$ cat config.mk
export PLATFORM = sky130hd
export DESIGN_NAME = txq_ctrl
export DESIGN_NICKNAME = d
export VERILOG_FILES = /design/src/rtl/txq_pkg.sv /design/src/rtl/txq_storage.sv /design/src/rtl/txq_regs.sv /design/src/rtl/txq_ctrl.sv
export SDC_FILE = /design/constraint.sdc
export NUM_CORES = 1
export LEC_CHECK = 0
export ABC_AREA = 1
export BUFFER_PORTS_ARGS = -buffer_cell sky130_fd_sc_hd__buf_2
export CAP_MARGIN = 30
export CORE_MARGIN = 4
export CORE_UTILIZATION = 39
export DETAILED_ROUTE_END_ITERATION = 16
export GPL_TIMING_DRIVEN = 1
export HOLD_SLACK_MARGIN = 0.06
export PLACE_DENSITY_LB_ADDON = 0.05
export SYNTH_ARGS = -nofsm -noshare
export SYNTH_HDL_FRONTEND = slang
export SYNTH_SLANG_ARGS = --single-unit
$ cat constraint.sdc
create_clock -name clk -period 4.49 [get_ports clk]
set_input_delay 0.449 -clock clk [delete_from_list [all_inputs] [get_ports clk]]
set_output_delay 0.449 -clock clk [all_outputs]
set_load 0.005 [all_outputs]
$ cat src/rtl/txq_pkg.sv
package txq_pkg;
  localparam int REG_W  = 16;
  localparam int CNT_W  = 5;
  // Control word bit positions
  localparam int B_RUN  = 15;
  localparam int B_EN   = 14;
  localparam int B_FRUN = 13;
  localparam int B_CNT  = 8;
  localparam int B_FLAG = 7;
  localparam int B_CLR  = 6;
  localparam int B_IEN  = 5;

  // Clamp a requested level to the queue depth
  function automatic logic [CNT_W-1:0] sat_level(input logic [CNT_W-1:0] v, input int depth);
    return (int'(v) > depth) ? CNT_W'(depth) : v;
  endfunction

  // Interrupt condition: occupancy at or below level
  function automatic logic at_or_below(input logic [CNT_W-1:0] cnt, input logic [CNT_W-1:0] lvl);
    return cnt <= lvl;
  endfunction

  // Usable capacity in words
  function automatic logic [CNT_W-1:0] capacity(input logic en, input int depth);
    return en ? CNT_W'(depth) : CNT_W'(1);
  endfunction
endpackage

$ cat src/rtl/txq_storage.sv
module txq_storage #(
  parameter int DEPTH = 4,
  parameter int DW    = 8,
  parameter int CW    = 5
) (
  input  logic          clk,
  input  logic          rst_n,
  input  logic          hold,
  input  logic          push_ok,
  input  logic          pop_ok,
  input  logic [DW-1:0] wdata,
  output logic [DW-1:0] rdata,
  output logic [CW-1:0] cnt
);
  localparam int PW = (DEPTH > 1) ? $clog2(DEPTH) : 1;

  logic [PW-1:0]    wptr, rptr;
  logic [DW-1:0]    slots [DEPTH];
  logic [DEPTH-1:0] slot_we;

  function automatic logic [PW-1:0] step_ptr(input logic [PW-1:0] p);
    return (int'(p) == DEPTH - 1) ? '0 : p + PW'(1);
  endfunction

  for (genvar g = 0; g < DEPTH; g++) begin : g_we
    assign slot_we[g] = push_ok && (wptr == PW'(g));
  end

  always_ff @(posedge clk) begin
    for (int i = 0; i < DEPTH; i++) begin
      if (slot_we[i]) slots[i] <= wdata;
    end
  end

  always_ff @(posedge clk or negedge rst_n) begin
    if (!rst_n) begin
      wptr <= '0;
      rptr <= '0;
      cnt  <= '0;
    end else if (hold) begin
      wptr <= '0;
      rptr <= '0;
      cnt  <= '0;
    end else begin
      if (push_ok) wptr <= step_ptr(wptr);
      if (pop_ok)  rptr <= step_ptr(rptr);
      case ({push_ok, pop_ok})
        2'b10:   cnt <= cnt + CW'(1);
        2'b01:   cnt <= cnt - CW'(1);
        default: cnt <= cnt;
      endcase
    end
  end

  assign rdata = slots[rptr];
endmodule

$ cat src/rtl/txq_regs.sv
module txq_regs
  import txq_pkg::*;
#(
  parameter int DEPTH = 4
) (
  input  logic             clk,
  input  logic             rst_n,
  input  logic             wr,
  input  logic [REG_W-1:0] wdata,
  input  logic [CNT_W-1:0] cnt,
  output logic             chan_run,
  output logic             fifo_en,
  output logic             fifo_run,
  output logic             ien,
  output logic [CNT_W-1:0] lvl,
  output logic             flag,
  output logic             flag_cond,
  output logic             clr_evt
);
  assign clr_evt   = wr && wdata[B_CLR];
  assign flag_cond = fifo_en && at_or_below(cnt, lvl);

  always_ff @(posedge clk or negedge rst_n) begin
    if (!rst_n) begin
      chan_run <= 1'b1;
      fifo_en  <= 1'b0;
      fifo_run <= 1'b1;
      ien      <= 1'b0;
      lvl      <= '0;
    end else if (wr) begin
      chan_run <= wdata[B_RUN];
      fifo_en  <= wdata[B_EN];
      fifo_run <= wdata[B_FRUN];
      ien      <= wdata[B_IEN];
      lvl      <= sat_level(wdata[CNT_W-1:0], DEPTH);
    end
  end

  always_ff @(posedge clk or negedge rst_n) begin
    if (!rst_n)         flag <= 1'b0;
    else if (clr_evt)   flag <= 1'b0;
    else if (flag_cond) flag <= 1'b1;
  end
endmodule

$ cat src/rtl/txq_ctrl.sv
module txq_ctrl
  import txq_pkg::*;
#(
  parameter int DEPTH = 4,
  parameter int DW    = 8
) (
  input  logic             clk,
  input  logic             rst_n,
  input  logic             cfg_wr,
  input  logic [REG_W-1:0] cfg_wdata,
  output logic [REG_W-1:0] cfg_rdata,
  input  logic             wr_valid,
  input  logic [DW-1:0]    wr_data,
  output logic             tx_avail,
  output logic [DW-1:0]    tx_data,
  input  logic             tx_take,
  output logic             irq,
  output logic             ovf
);
  logic             chan_run, fifo_en, fifo_run, ien;
  logic             flag, flag_cond, clr_evt;
  logic [CNT_W-1:0] lvl, cnt, cap, cnt_after_pop;
  logic             hold, push_ok, pop_ok, push_drop;
  logic             unused_wbits;

  assign unused_wbits = ^cfg_wdata[12:7];

  txq_regs #(.DEPTH(DEPTH)) u_regs (
    .clk      (clk),
    .rst_n    (rst_n),
    .wr       (cfg_wr),
    .wdata    (cfg_wdata),
    .cnt      (cnt),
    .chan_run (chan_run),
    .fifo_en  (fifo_en),
    .fifo_run (fifo_run),
    .ien      (ien),
    .lvl      (lvl),
    .flag     (flag),
    .flag_cond(flag_cond),
    .clr_evt  (clr_evt)
  );

  assign hold          = !chan_run || !fifo_run;
  assign cap           = capacity(fifo_en, DEPTH);
  assign pop_ok        = tx_take && (cnt != '0) && !hold;
  assign cnt_after_pop = cnt - CNT_W'(pop_ok);
  assign push_ok       = wr_valid && !hold && (cnt_after_pop < cap);
  assign push_drop     = wr_valid && !hold && !push_ok;

  txq_storage #(.DEPTH(DEPTH), .DW(DW), .CW(CNT_W)) u_store (
    .clk    (clk),
    .rst_n  (rst_n),
    .hold   (hold),
    .push_ok(push_ok),
    .pop_ok (pop_ok),
    .wdata  (wr_data),
    .rdata  (tx_data),
    .cnt    (cnt)
  );

  always_ff @(posedge clk or negedge rst_n) begin
    if (!rst_n)         ovf <= 1'b0;
    else if (hold)      ovf <= 1'b0;
    else if (push_drop) ovf <= 1'b1;
  end

  always_comb begin
    cfg_rdata                       = '0;
    cfg_rdata[B_RUN]                = chan_run;
    cfg_rdata[B_EN]                 = fifo_en;
    cfg_rdata[B_FRUN]               = fifo_run;
    cfg_rdata[B_CNT +: CNT_W]       = cnt;
    cfg_rdata[B_FLAG]               = flag;
    cfg_rdata[B_IEN]                = ien;
    cfg_rdata[CNT_W-1:0]            = lvl;
  end

  assign tx_avail = (cnt != '0);
  assign irq      = flag && ien;
endmodule

# Yosys cells after proc, flatten, opt, wreduce, memory -nomap -nowiden
# Memories as Yosys holds them, arrays and structs flattened.
# Index checks and enable logic that the tools add are counted.
word_totals:
  register_bits: 20
  ram_bits: 32
  input_bits: 29
  word_cells: 84
  n_memories: 1
memory_table:
  columns: ["memory", "words", "width", "read_ports", "rd_ports_with_merged_regs", "wr", "line_no", "text"]
  rows:
  - ["u_store.slots", 4, 8, 1, 0, 1, "txq_storage.sv:18", "logic [DW-1:0] slots [DEPTH];"]
classes:
  add_sub_neg: 5
  n_lt_le_gt_ge: 3
  n_eq_ne: 7
  n_mux: 31
  n_reduce_logical: 27
op_table:
  columns: ["op", "n"]
  rows:
  - ["8-bit two-way mux", 3]
  - ["8-bit OR reduction", 3]
  - ["2-bit two-way mux", 9]
  - ["1-bit two-way mux", 15]
  - ["1-bit logical AND", 12]
  - ["5-bit two-way mux", 2]
  - ["5-bit one-hot mux with 2 select lines", 1]
  - ["2-bit by 1-bit == test with 1-bit output (second input constant)", 4]
  - ["2-bit nonzero test", 4]
  - ["2-bit == test (second input constant)", 3]
  - ["5-bit by 1-bit adder with 5-bit output (second input constant)", 1]
  - ["5-bit by 3-bit > comparator with 1-bit output (second input constant)", 1]
  - ["5-bit <= comparator", 1]
  - ["5-bit by 3-bit less-than comparator with 1-bit output", 1]
  - ["5-bit nonzero test", 1]
  - ["5-bit by 1-bit subtractor with 5-bit output", 1]
  - ["5-bit by 1-bit subtractor with 5-bit output (second input constant)", 1]
  - ["2-bit by 1-bit adder with 2-bit output (second input constant)", 2]
  - ["1-bit zero test", 4]
  - ["3-bit two-way mux", 1]
  - ["3-bit nonzero test", 1]
  - ["2-bit zero test", 1]
  - ["1-bit logical OR", 1]

# Logic depth before layout (Yosys ltp)
# Gate-level depths: netlist of the first run.
logic_depth:
  ltp_word: 14
  ltp_mapped: 22
  depth_no_buf: 22

# Cells and area by module
# From an unflattened synthesis of the first run, not the netlist that was laid out.
unflattened:
  cells_unflattened: 268
  area_unflattened_um2: 2643.8
modules_own_cells:
  columns: ["mod", "instances", "cells_per_inst", "area_per_inst_um2"]
  rows:
  - ["txq_storage", 1, 166, 1856.8]
  - ["txq_regs", 1, 58, 535.5]
  - ["txq_ctrl", 1, 44, 251.5]

# Least setup slack after synthesis of the first run
# OpenSTA, ideal clock, no wires.
synth_path:
  path_kind: "register to register"
  startpoint: "reg u_store.cnt[3]"
  endpoint: "reg u_store.cnt[4]"
  arrival_time_ns: 3.346
  t_required_ns: 4.373
  slack_ns: 1.027
  stages_incl_launch_ff: 23
  synth_period_minus_slack_ns: 3.463
  cell_sequence: "dfrtp_1 -> nor2_2 -> nand3_1 -> nand3_4 -> clkinv_2 -> ha_1 -> ha_1 -> xor2_1 -> ha_1 -> nand2_1 -> nand2_1 -> nor2_4 -> nand3_4 -> nand2_4 -> inv_1 -> ha_1 -> a21oi_1 -> nand2_1 -> xor2_1 -> nand3b_1 -> nand2_1 -> nand2_1 -> nand2_1"
synth_between:
  elab_chain_len: 9
  elab_cells_between_ends: 13
synth_lines:
  columns: ["element", "line_no", "text"]
  rows:
  - ["start, declared", "txq_storage.sv:13", "output logic [CW-1:0] cnt"]
  - ["start signal, assigned", "txq_storage.sv:48", "2'b10: cnt <= cnt + CW'(1);"]
  - ["start signal, assigned", "txq_storage.sv:49", "2'b01: cnt <= cnt - CW'(1);"]
  - ["start signal, assigned", "txq_storage.sv:50", "default: cnt <= cnt;"]
  - ["5-bit nonzero test (*)", null, null]
  - ["named net tx_avail", "txq_ctrl.sv:14", "output logic tx_avail,"]
  - ["1-bit logical AND (*) (2 in series)", "txq_ctrl.sv:46", "assign pop_ok = tx_take && (cnt != '0) && !hold;"]
  - ["5-bit by 1-bit subtractor with 5-bit output", "txq_ctrl.sv:47", "assign cnt_after_pop = cnt - CNT_W'(pop_ok);"]
  - ["5-bit by 3-bit less-than comparator with 1-bit output", "txq_ctrl.sv:48", "assign push_ok = wr_valid && !hold && (cnt_after_pop < cap);"]
  - ["1-bit logical AND", "txq_ctrl.sv:48", null]
  - ["2-bit by 1-bit == test with 1-bit output / 2-bit == test (equally long branches)", "txq_storage.sv:47", "case ({push_ok, pop_ok})"]
  - ["5-bit one-hot mux with 2 select lines", "txq_storage.sv:47", null]
  - ["5-bit two-way mux", "txq_storage.sv:40", "end else if (hold) begin"]
# The timed path passes the listed nets; every way through them passes the cells marked *.
# A chain may end at the register's enable or synchronous reset.

# Worst setup path in the final report of the first run
layout_path:
  startpoint: "reg u_store.cnt[2]"
  endpoint: "reg u_store.cnt[4]"
layout_between:
  elab_chain_len: 9
  elab_cells_between_ends: 13
layout_lines:
  columns: ["element", "line_no"]
  rows:
  - ["5-bit nonzero test", "txq_ctrl.sv:46"]
  - ["1-bit logical AND (2 in series)", "txq_ctrl.sv:46"]
  - ["5-bit by 1-bit subtractor with 5-bit output", "txq_ctrl.sv:47"]
  - ["5-bit by 3-bit less-than comparator with 1-bit output", "txq_ctrl.sv:48"]
  - ["1-bit logical AND", "txq_ctrl.sv:48"]
  - ["2-bit by 1-bit == test with 1-bit output / 2-bit == test (equally long branches)", "txq_storage.sv:47"]
  - ["5-bit one-hot mux with 2 select lines", "txq_storage.sv:47"]
  - ["5-bit two-way mux", "txq_storage.sv:40"]
# Several ways; a longest one is shown, not always the timed one.

==> results.py, run 1 <==
metrics = {
    "outcome": {
        "status": "finished clean",
    },
    "clock_network": {
        "clock_pin_slew_reported_for_the_worst_setup_and_hold_paths_after_clock_tree_synthesis_ns": 0.10,
        "cts_tree": "yes",
        "ctsRootBufferMaster": "sky130_fd_sc_hd__clkbuf_8",
        "cts_max_level": 2,
        "cts_buffers": 5,
        "quantity_of_gates_resized_following_cts": 0,
        "post-cts-setup-buffers": 0,
        "postCtsHoldBufs": 0,
        "cts.sinks": 52,
        "clock_insertion_delay_worst_skew_ns": 0.30,
        "cts.path.max_buffers": 2,
    },
    "synthesis": {
        "synth.top_cells.by_count": "44 x sky130_fd_sc_hd__nand2_1, 32 x sky130_fd_sc_hd__edfxtp_1, 32 x sky130_fd_sc_hd__nor2_1",
        "syn-mean-instance-area_um2": 10.2,
        "post_synth_num_cell_types": 29,
        "yosys_register_bits": 52,
        "synthesis.instances": 255,
        "synth_top_cell_by_area": "sky130_fd_sc_hd__edfxtp_1",
        "synth.top_cell.area_share": 0.371,
        "synth.area.top_cells": "sky130_fd_sc_hd__edfxtp_1 37%, sky130_fd_sc_hd__dfrtp_1 17%, sky130_fd_sc_hd__ha_1 7.7%",
        "synth_enable_flop_cells": 32,
        "cell_with_the_most_instances_after_synthesis": "sky130_fd_sc_hd__nand2_1",
        "synthArstFlopShare": 0.385,
        "yosysWarningCount": 0,
        "synth_area_um2": 2590,
        "syn-num-nets": 301,
        "synth-main-ff-cell": "sky130_fd_sc_hd__edfxtp_1",
        "yosysSeqAreaShare": 0.565,
    },
    "sta": {
        "timing.final.crit_share": 0.848,
        "final_number_of_setup_violating_endpoints": 0,
        "worst_slew_margin_rel": 0.451,
        "clock-skew-final_ns": 0.00687,
        "timing.final.crit_period_ns": 3.81,
        "timing.final.max_slew_violations": 0,
        "sum_neg_setup_slack_ns": 0,
        "grt_setup_unrepaired": "false",
        "worst-slew-pin-transition_ns": 0.820,
        "achievable-frequency_mhz": 263,
        "timing_hold_violations_final": 0,
    },
    "pwr": {
        "power.share.combinational": 0.075,
        "power.share.sequential": 0.607,
        "pwr_density_nw_per_um2": 290,
        "total_switching_power_uw": 206,
        "ir_worst_vdd_mv": 0.135,
        "internal_power_uw": 660,
        "p_clk_frac": 0.318,
        "p_leak_uw": 0.00136,
        "sw_frac_of_total": 0.238,
    },
    "critical_path": {
        "critical_path.endpoint_type": "register",
        "path_cells": "nor2_2 -> nand3_1 -> nand3_4 -> clkinv_2 -> ha_1 -> ha_1 -> xor2_1 -> ha_1 -> nand2_1 -> nand2_1 -> nor2_4 -> nand3_4 -> nand2_4 -> inv_1 -> ha_1 -> nand3b_1 -> nand2_1 -> xor2_1 -> nand3b_1 -> nand2_1 -> nand2_1 -> nand2_1",
        "crit_fanout": 10,
        "slowest_stage": "sky130_fd_sc_hd__dfrtp_1",
        "worst_r2r_startpoint": "u_store.cnt[2]",
        "regToRegEndpoint": "u_store.cnt[4]",
        "path_common_cell": "sky130_fd_sc_hd__nand2_1",
        "required_time_at_the_endpoint_of_the_critical_path_ns": 4.70,
        "critPathLaunchType": "register",
        "rr_worst_depth": 22,
        "timing.critical_path.slowest_cell_delay_ns": 0.50,
        "timing.critical_path.arrival_ns": 4.01,
        "timing.setup.critical_path_class": "reg2reg",
        "regToRegSetupSlack_ns": 0.68,
    },
    "cells_and_area": {
        "syn_to_final_growth_pct": 15.0,
        "nNetsFinal": 348,
        "post_route_cells_drive_above_1_share": 0.241,
        "multi_input_comb_area_um2": 968,
        "antenna_cells": 0,
        "fill_cells": 644,
        "stdcell_area_um2": 2980,
        "seq_area_um2": 1460,
    },
    "floorplan": {
        "floorplan.die.width_um": 89.5,
        "coreArea_um2": 6390,
        "dieArea_um2": 8010,
        "row_cnt": 29,
        "floorplan.initialDensity": 0.406,
        "floorplan.io_pins": 56,
        "floorplan.die.height_um": 89.5,
    },
    "routing": {
        "detailroute.via_count": 1825,
        "post-route-drc-count": 0,
        "detail_route.wl_per_cell_um": 13.4,
        "vias_per_inst": 4.80,
        "routed_wire_length_um": 5080,
        "drt-initial-drc-count": 30,
        "antenna_left": 0,
        "drt_pre_antenna_iters": 4,
    },
    "global_route": {
        "maximum_number_of_pins_on_one_net_before_global_route_repair": 21,
        "globalRoute.totalOverflow": 0,
        "antenna_found_initial": 0,
        "gr-usage-all-layers": 0.138,
        "grt_first_pass_wirelength_um": 8280,
        "vias_in_the_first_global_route": 1793,
    },
    "place": {
        "placed_area_um2": 2880,
        "dpl.hpwl_um": 3660,
        "gp_congestion": 0.717,
        "port-buffer-count": 48,
    },
    "job": {
        "cap_violations": 0,
    },
    "min_path": {
        "worstHoldPathType": "in2async",
    },
}
per-layer routing:
metal / part of all wire / wire (um) / track usage
met1: 0.41 / 2090 / 0.150
met2: 0.53 / 2710 / 0.266
met3: 0.045 / 228 / 0.0295
met4: 0.012 / 59 / 0.0406
met5: 0 / 0 / 0
cell type report:
cell class	instances	area share
Sequential cell	52	0.491
Multi-Input combinational cell	167	0.325
Timing Repair Buffer	50	0.0857
Inverter	26	0.0332
Tap cell	77	0.0323
Clock buffer	5	0.0231
Clock inverter	3	0.00924
cells by family after synthesis:
kind of cell / Yosys count / synth area share
AO/OA/AOI/OAI: 42 / 0.0888
XOR/XNOR: 4 / 0.0135
adder cells (fa/ha/maj): 17 / 0.0850
buffers and inverters: 36 / 0.0613
flip-flops: 52 / 0.565
other: 1 / 0.00145
AND/OR/NAND/NOR: 103 / 0.185
how the worst max path moves through the flow:
stage | from | to | slack (ns)
3_3_place_gp | u_store.cnt[2] | u_store.cnt[4] | 0.71
4_1_cts | u_store.cnt[2] | u_store.cnt[4] | 0.64
3_5_place_dp | u_store.cnt[2] | u_store.cnt[4] | 0.65
2_1_floorplan | u_store.cnt[3] | u_store.cnt[4] | 1.03
6_report | u_store.cnt[2] | u_store.cnt[4] | 0.68
5_1_grt | u_store.cnt[2] | u_store.cnt[4] | 0.28
worst max-delay path: cells and delay by family (launching register included):
| kind | cells | cell delay (ns) |
|---|---|---|
| fa+ha+maj | 4 | 1.09 |
| flops | 1 | 0.50 |
| simple gates | 14 | 1.55 |
| xor+xnor | 2 | 0.35 |
| buf+inv | 2 | 0.22 |
metrics by stage:
stage,total power (uW),hold slack (ns),std cells,utilization,setup WS [ns]
3_5_place_dp,603,0.443,372,0.451,0.650
2_1_floorplan,575,0.153,255,-,1.03
4_1_cts,879,0.105,380,0.466,0.642
6_report,865,0.0835,380,0.466,0.682
5_1_grt,909,0.115,380,0.466,0.277
3_3_place_gp,603,0.444,372,0.451,0.706
registers in the layout, indices dropped and copies added, names as in the netlist:
| register | count |
|---|---|
| ovf | 1 |
| u_store.rptr | 2 |
| u_regs.fifo_en | 1 |
| u_regs.flag | 1 |
| u_store.wptr | 2 |
| u_regs.lvl | 5 |
| u_store.slots | 32 |
| u_regs.ien | 1 |
| u_store.cnt | 5 |
| u_regs.chan_run | 1 |
| u_regs.fifo_run | 1 |
power by group through the flow:
| stage | registers (uW) | clock network (uW) | logic [uW] |
|---|---|---|---|
| 4_1_cts | 526 | 286 | 67.3 |
| 3_5_place_dp | 536 | 0 | 67.0 |
| 5_1_grt | 527 | 306 | 76.1 |
| 2_1_floorplan | 535 | 0 | 40.2 |
| 6_report | 525 | 275 | 64.9 |
| 3_3_place_gp | 536 | 0 | 66.6 |
placed cells by master (no fill, tap or decap), types with 9 or more instances in the layout:
cell type and count:
sky130_fd_sc_hd__dfrtp_1 18, sky130_fd_sc_hd__nor2_1 32, sky130_fd_sc_hd__inv_1 25, sky130_fd_sc_hd__ha_1 16, sky130_fd_sc_hd__edfxtp_1 32, sky130_fd_sc_hd__buf_2 48
sky130_fd_sc_hd__nand3_1 11, sky130_fd_sc_hd__nand2_1 44, sky130_fd_sc_hd__o22ai_1 9, sky130_fd_sc_hd__o21ai_0 23
Note: power is estimated with default switching activity, not from simulation.
==> inputs of run 2 (changes only) <==
==> constraint.sdc (replaced) <==
create_clock -name clk -period 3.96 [get_ports clk]
set_input_delay 0.396 -clock clk [delete_from_list [all_inputs] [get_ports clk]]
set_output_delay 0.396 -clock clk [all_outputs]
set_load 0.005 [all_outputs]
==> results.py, run 2 (synthesized netlist as in run 1, its figures left out) <==
metrics = {
    "sta": {
        "achievable-frequency_mhz": 280,
        "clock-skew-final_ns": 0.00351,
        "timing_hold_violations_final": 0,
        "worst-slew-pin-transition_ns": 0.595,
        "timing.final.crit_period_ns": 3.57,
        "final_number_of_setup_violating_endpoints": 0,
        "worst_slew_margin_rel": 0.603,
        "timing.final.max_slew_violations": 0,
        "timing.final.crit_share": 0.902,
        "sum_neg_setup_slack_ns": 0,
        "grt_setup_unrepaired": "false",
    },
    "floorplan": {
        "coreArea_um2": 6390,
        "floorplan.die.height_um": 89.5,
        "dieArea_um2": 8010,
        "floorplan.initialDensity": 0.406,
        "row_cnt": 29,
        "floorplan.io_pins": 56,
        "floorplan.die.width_um": 89.5,
    },
    "global_route": {
        "globalRoute.totalOverflow": 0,
        "antenna_found_initial": 0,
        "vias_in_the_first_global_route": 1842,
        "gr-usage-all-layers": 0.149,
        "maximum_number_of_pins_on_one_net_before_global_route_repair": 21,
        "grt_first_pass_wirelength_um": 8970,
    },
    "routing": {
        "detailroute.via_count": 1894,
        "drt_pre_antenna_iters": 4,
        "detail_route.wl_per_cell_um": 13.7,
        "drt-initial-drc-count": 81,
        "vias_per_inst": 4.84,
        "antenna_left": 0,
        "post-route-drc-count": 0,
        "routed_wire_length_um": 5340,
    },
    "cells_and_area": {
        "syn_to_final_growth_pct": 19.2,
        "largest_register_ffs": 32,
        "layout.cells.non_filler": 391,
        "largest_registers": "u_store.slots: 32 flops, u_regs.lvl: 5 flops, u_store.cnt: 5 flops",
        "nNetsFinal": 359,
        "final_common_cell": "sky130_fd_sc_hd__buf_2",
        "max_flop_register": "u_store.slots",
        "post_route_cells_drive_above_1_share": 0.277,
        "antenna_cells": 0,
        "layout.cells.most_common_list": "48 x sky130_fd_sc_hd__buf_2, 44 x sky130_fd_sc_hd__nand2_1, 32 x sky130_fd_sc_hd__nor2_1, 32 x sky130_fd_sc_hd__edfxtp_1, 24 x sky130_fd_sc_hd__inv_1",
    },
    "clock_network": {
        "clock_pin_slew_reported_for_the_worst_setup_and_hold_paths_after_clock_tree_synthesis_ns": 0.10,
        "cts_max_level": 2,
        "cts_tree": "yes",
        "cts_buffers": 5,
        "cts.sinks": 52,
        "ctsRootBufferMaster": "sky130_fd_sc_hd__clkbuf_8",
        "cts.path.max_buffers": 2,
        "clock_insertion_delay_worst_skew_ns": 0.31,
    },
    "place": {
        "gp_congestion": 0.757,
        "place_inst": 379,
        "dpl.hpwl_um": 3810,
        "port-buffer-count": 48,
    },
    "critical_path": {
        "critPathLaunchType": "register",
        "critical_path.endpoint_type": "register",
        "timing.critical_path.arrival_ns": 3.82,
        "rr_worst_depth": 22,
        "timing.setup.critical_path_class": "reg2reg",
        "required_time_at_the_endpoint_of_the_critical_path_ns": 4.21,
        "regToRegSetupSlack_ns": 0.39,
        "worst_r2r_startpoint": "u_regs.chan_run",
        "crit_fanout": 10,
        "regToRegEndpoint": "u_store.cnt[4]",
    },
    "pwr": {
        "ir_worst_vdd_mv": 0.154,
        "p_leak_uw": 0.00142,
        "p_total_uw": 988,
        "pwr_density_nw_per_um2": 320,
    },
    "outcome": {
        "status": "finished clean",
    },
    "min_path": {
        "hold_path_depth": 2,
        "timing.hold.worst_endpoint": "u_regs.flag",
        "worstHoldPathType": "in2reg",
        "worst_hold_startpoint": "cfg_wdata[6]",
    },
    "job": {
        "cap_violations": 0,
    },
}
run 2: cell types whose count changed in the layout (fill, tap and decap cells not counted), sizes merged:
cell,delta
buf,+10
dlygate4sd3,+1
run 2: per-stage QoR:
step	hold slack [ns]	cell area (um^2)	setup slack [ns]	utilization
3_5_place_dp	0.382	2940	0.229	0.460
4_1_cts	0.245	3040	0.203	0.476
6_report	0.254	3090	0.389	0.484
3_3_place_gp	0.383	2940	0.257	0.460
2_1_floorplan	0.100	2590	0.497	-
5_1_grt	0.260	3090	0.0485	0.484
run 2: worst max-delay path, cell delays in order (launching register included):
cell,delay [ns]
sky130_fd_sc_hd__dfstp_2,0.56
sky130_fd_sc_hd__nand2_2,0.12
sky130_fd_sc_hd__inv_2,0.10
sky130_fd_sc_hd__nand3_4,0.09
sky130_fd_sc_hd__clkinv_2,0.13
sky130_fd_sc_hd__ha_1,0.22
sky130_fd_sc_hd__ha_2,0.21
sky130_fd_sc_hd__xor2_1,0.15
sky130_fd_sc_hd__ha_1,0.24
sky130_fd_sc_hd__nand2_1,0.07
sky130_fd_sc_hd__nand2_1,0.08
sky130_fd_sc_hd__nor2_4,0.15
sky130_fd_sc_hd__nand3_4,0.14
sky130_fd_sc_hd__nand2_8,0.13
sky130_fd_sc_hd__inv_1,0.08
sky130_fd_sc_hd__ha_1,0.32
sky130_fd_sc_hd__a21oi_1,0.15
sky130_fd_sc_hd__nand2_1,0.10
sky130_fd_sc_hd__xor2_2,0.16
sky130_fd_sc_hd__nand3b_1,0.15
sky130_fd_sc_hd__nand2_1,0.06
sky130_fd_sc_hd__nand2_1,0.05
sky130_fd_sc_hd__nand2_1,0.06
run 2: layer usage:
layer	part of all wire	track usage	wire, um
met4	0.013	0.0447	68
met1	0.43	0.180	2310
met5	0	0	0
met2	0.51	0.267	2740
met3	0.042	0.0276	225
run 2: layout make-up:
cell class | instances | area (um^2)
multi-input cells | 167 | 992
flip-flops and latches | 52 | 1460
clock inverters | 3 | 27.5
well taps | 77 | 96.3
clock buffers | 5 | 68.8
repair buffers | 61 | 340
inverters | 26 | 98.8
fillers | 626 | 3300
run 2: worst max-delay path by stage:
stage	startpoint	endpoint	cells after the start	slack [ns]
after floorplan	u_store.cnt[3]	u_store.cnt[4]	22	0.50
after global placement	u_store.cnt[0]	u_store.cnt[4]	22	0.26
after detailed placement	u_store.cnt[0]	u_store.cnt[4]	22	0.23
after CTS	u_store.cnt[0]	u_store.cnt[4]	22	0.20
after global routing	u_regs.fifo_run	u_store.cnt[4]	22	0.05
final	u_regs.chan_run	u_store.cnt[4]	22	0.39
run 2: where the power goes:
part / switching [uW] / internal (uW)
Sequential: 6.56 / 589
Combinational: 46.4 / 32.2
Clock: 184 / 130
Total: 237 / 751
run 2: repair_timing:
item	4_1_cts	5_1_grt
hold buffers	1	0
endpoints found under the hold margin	18	0
resized for setup	0	5
endpoints found under the setup margin	0	1
buffers inserted	0	3
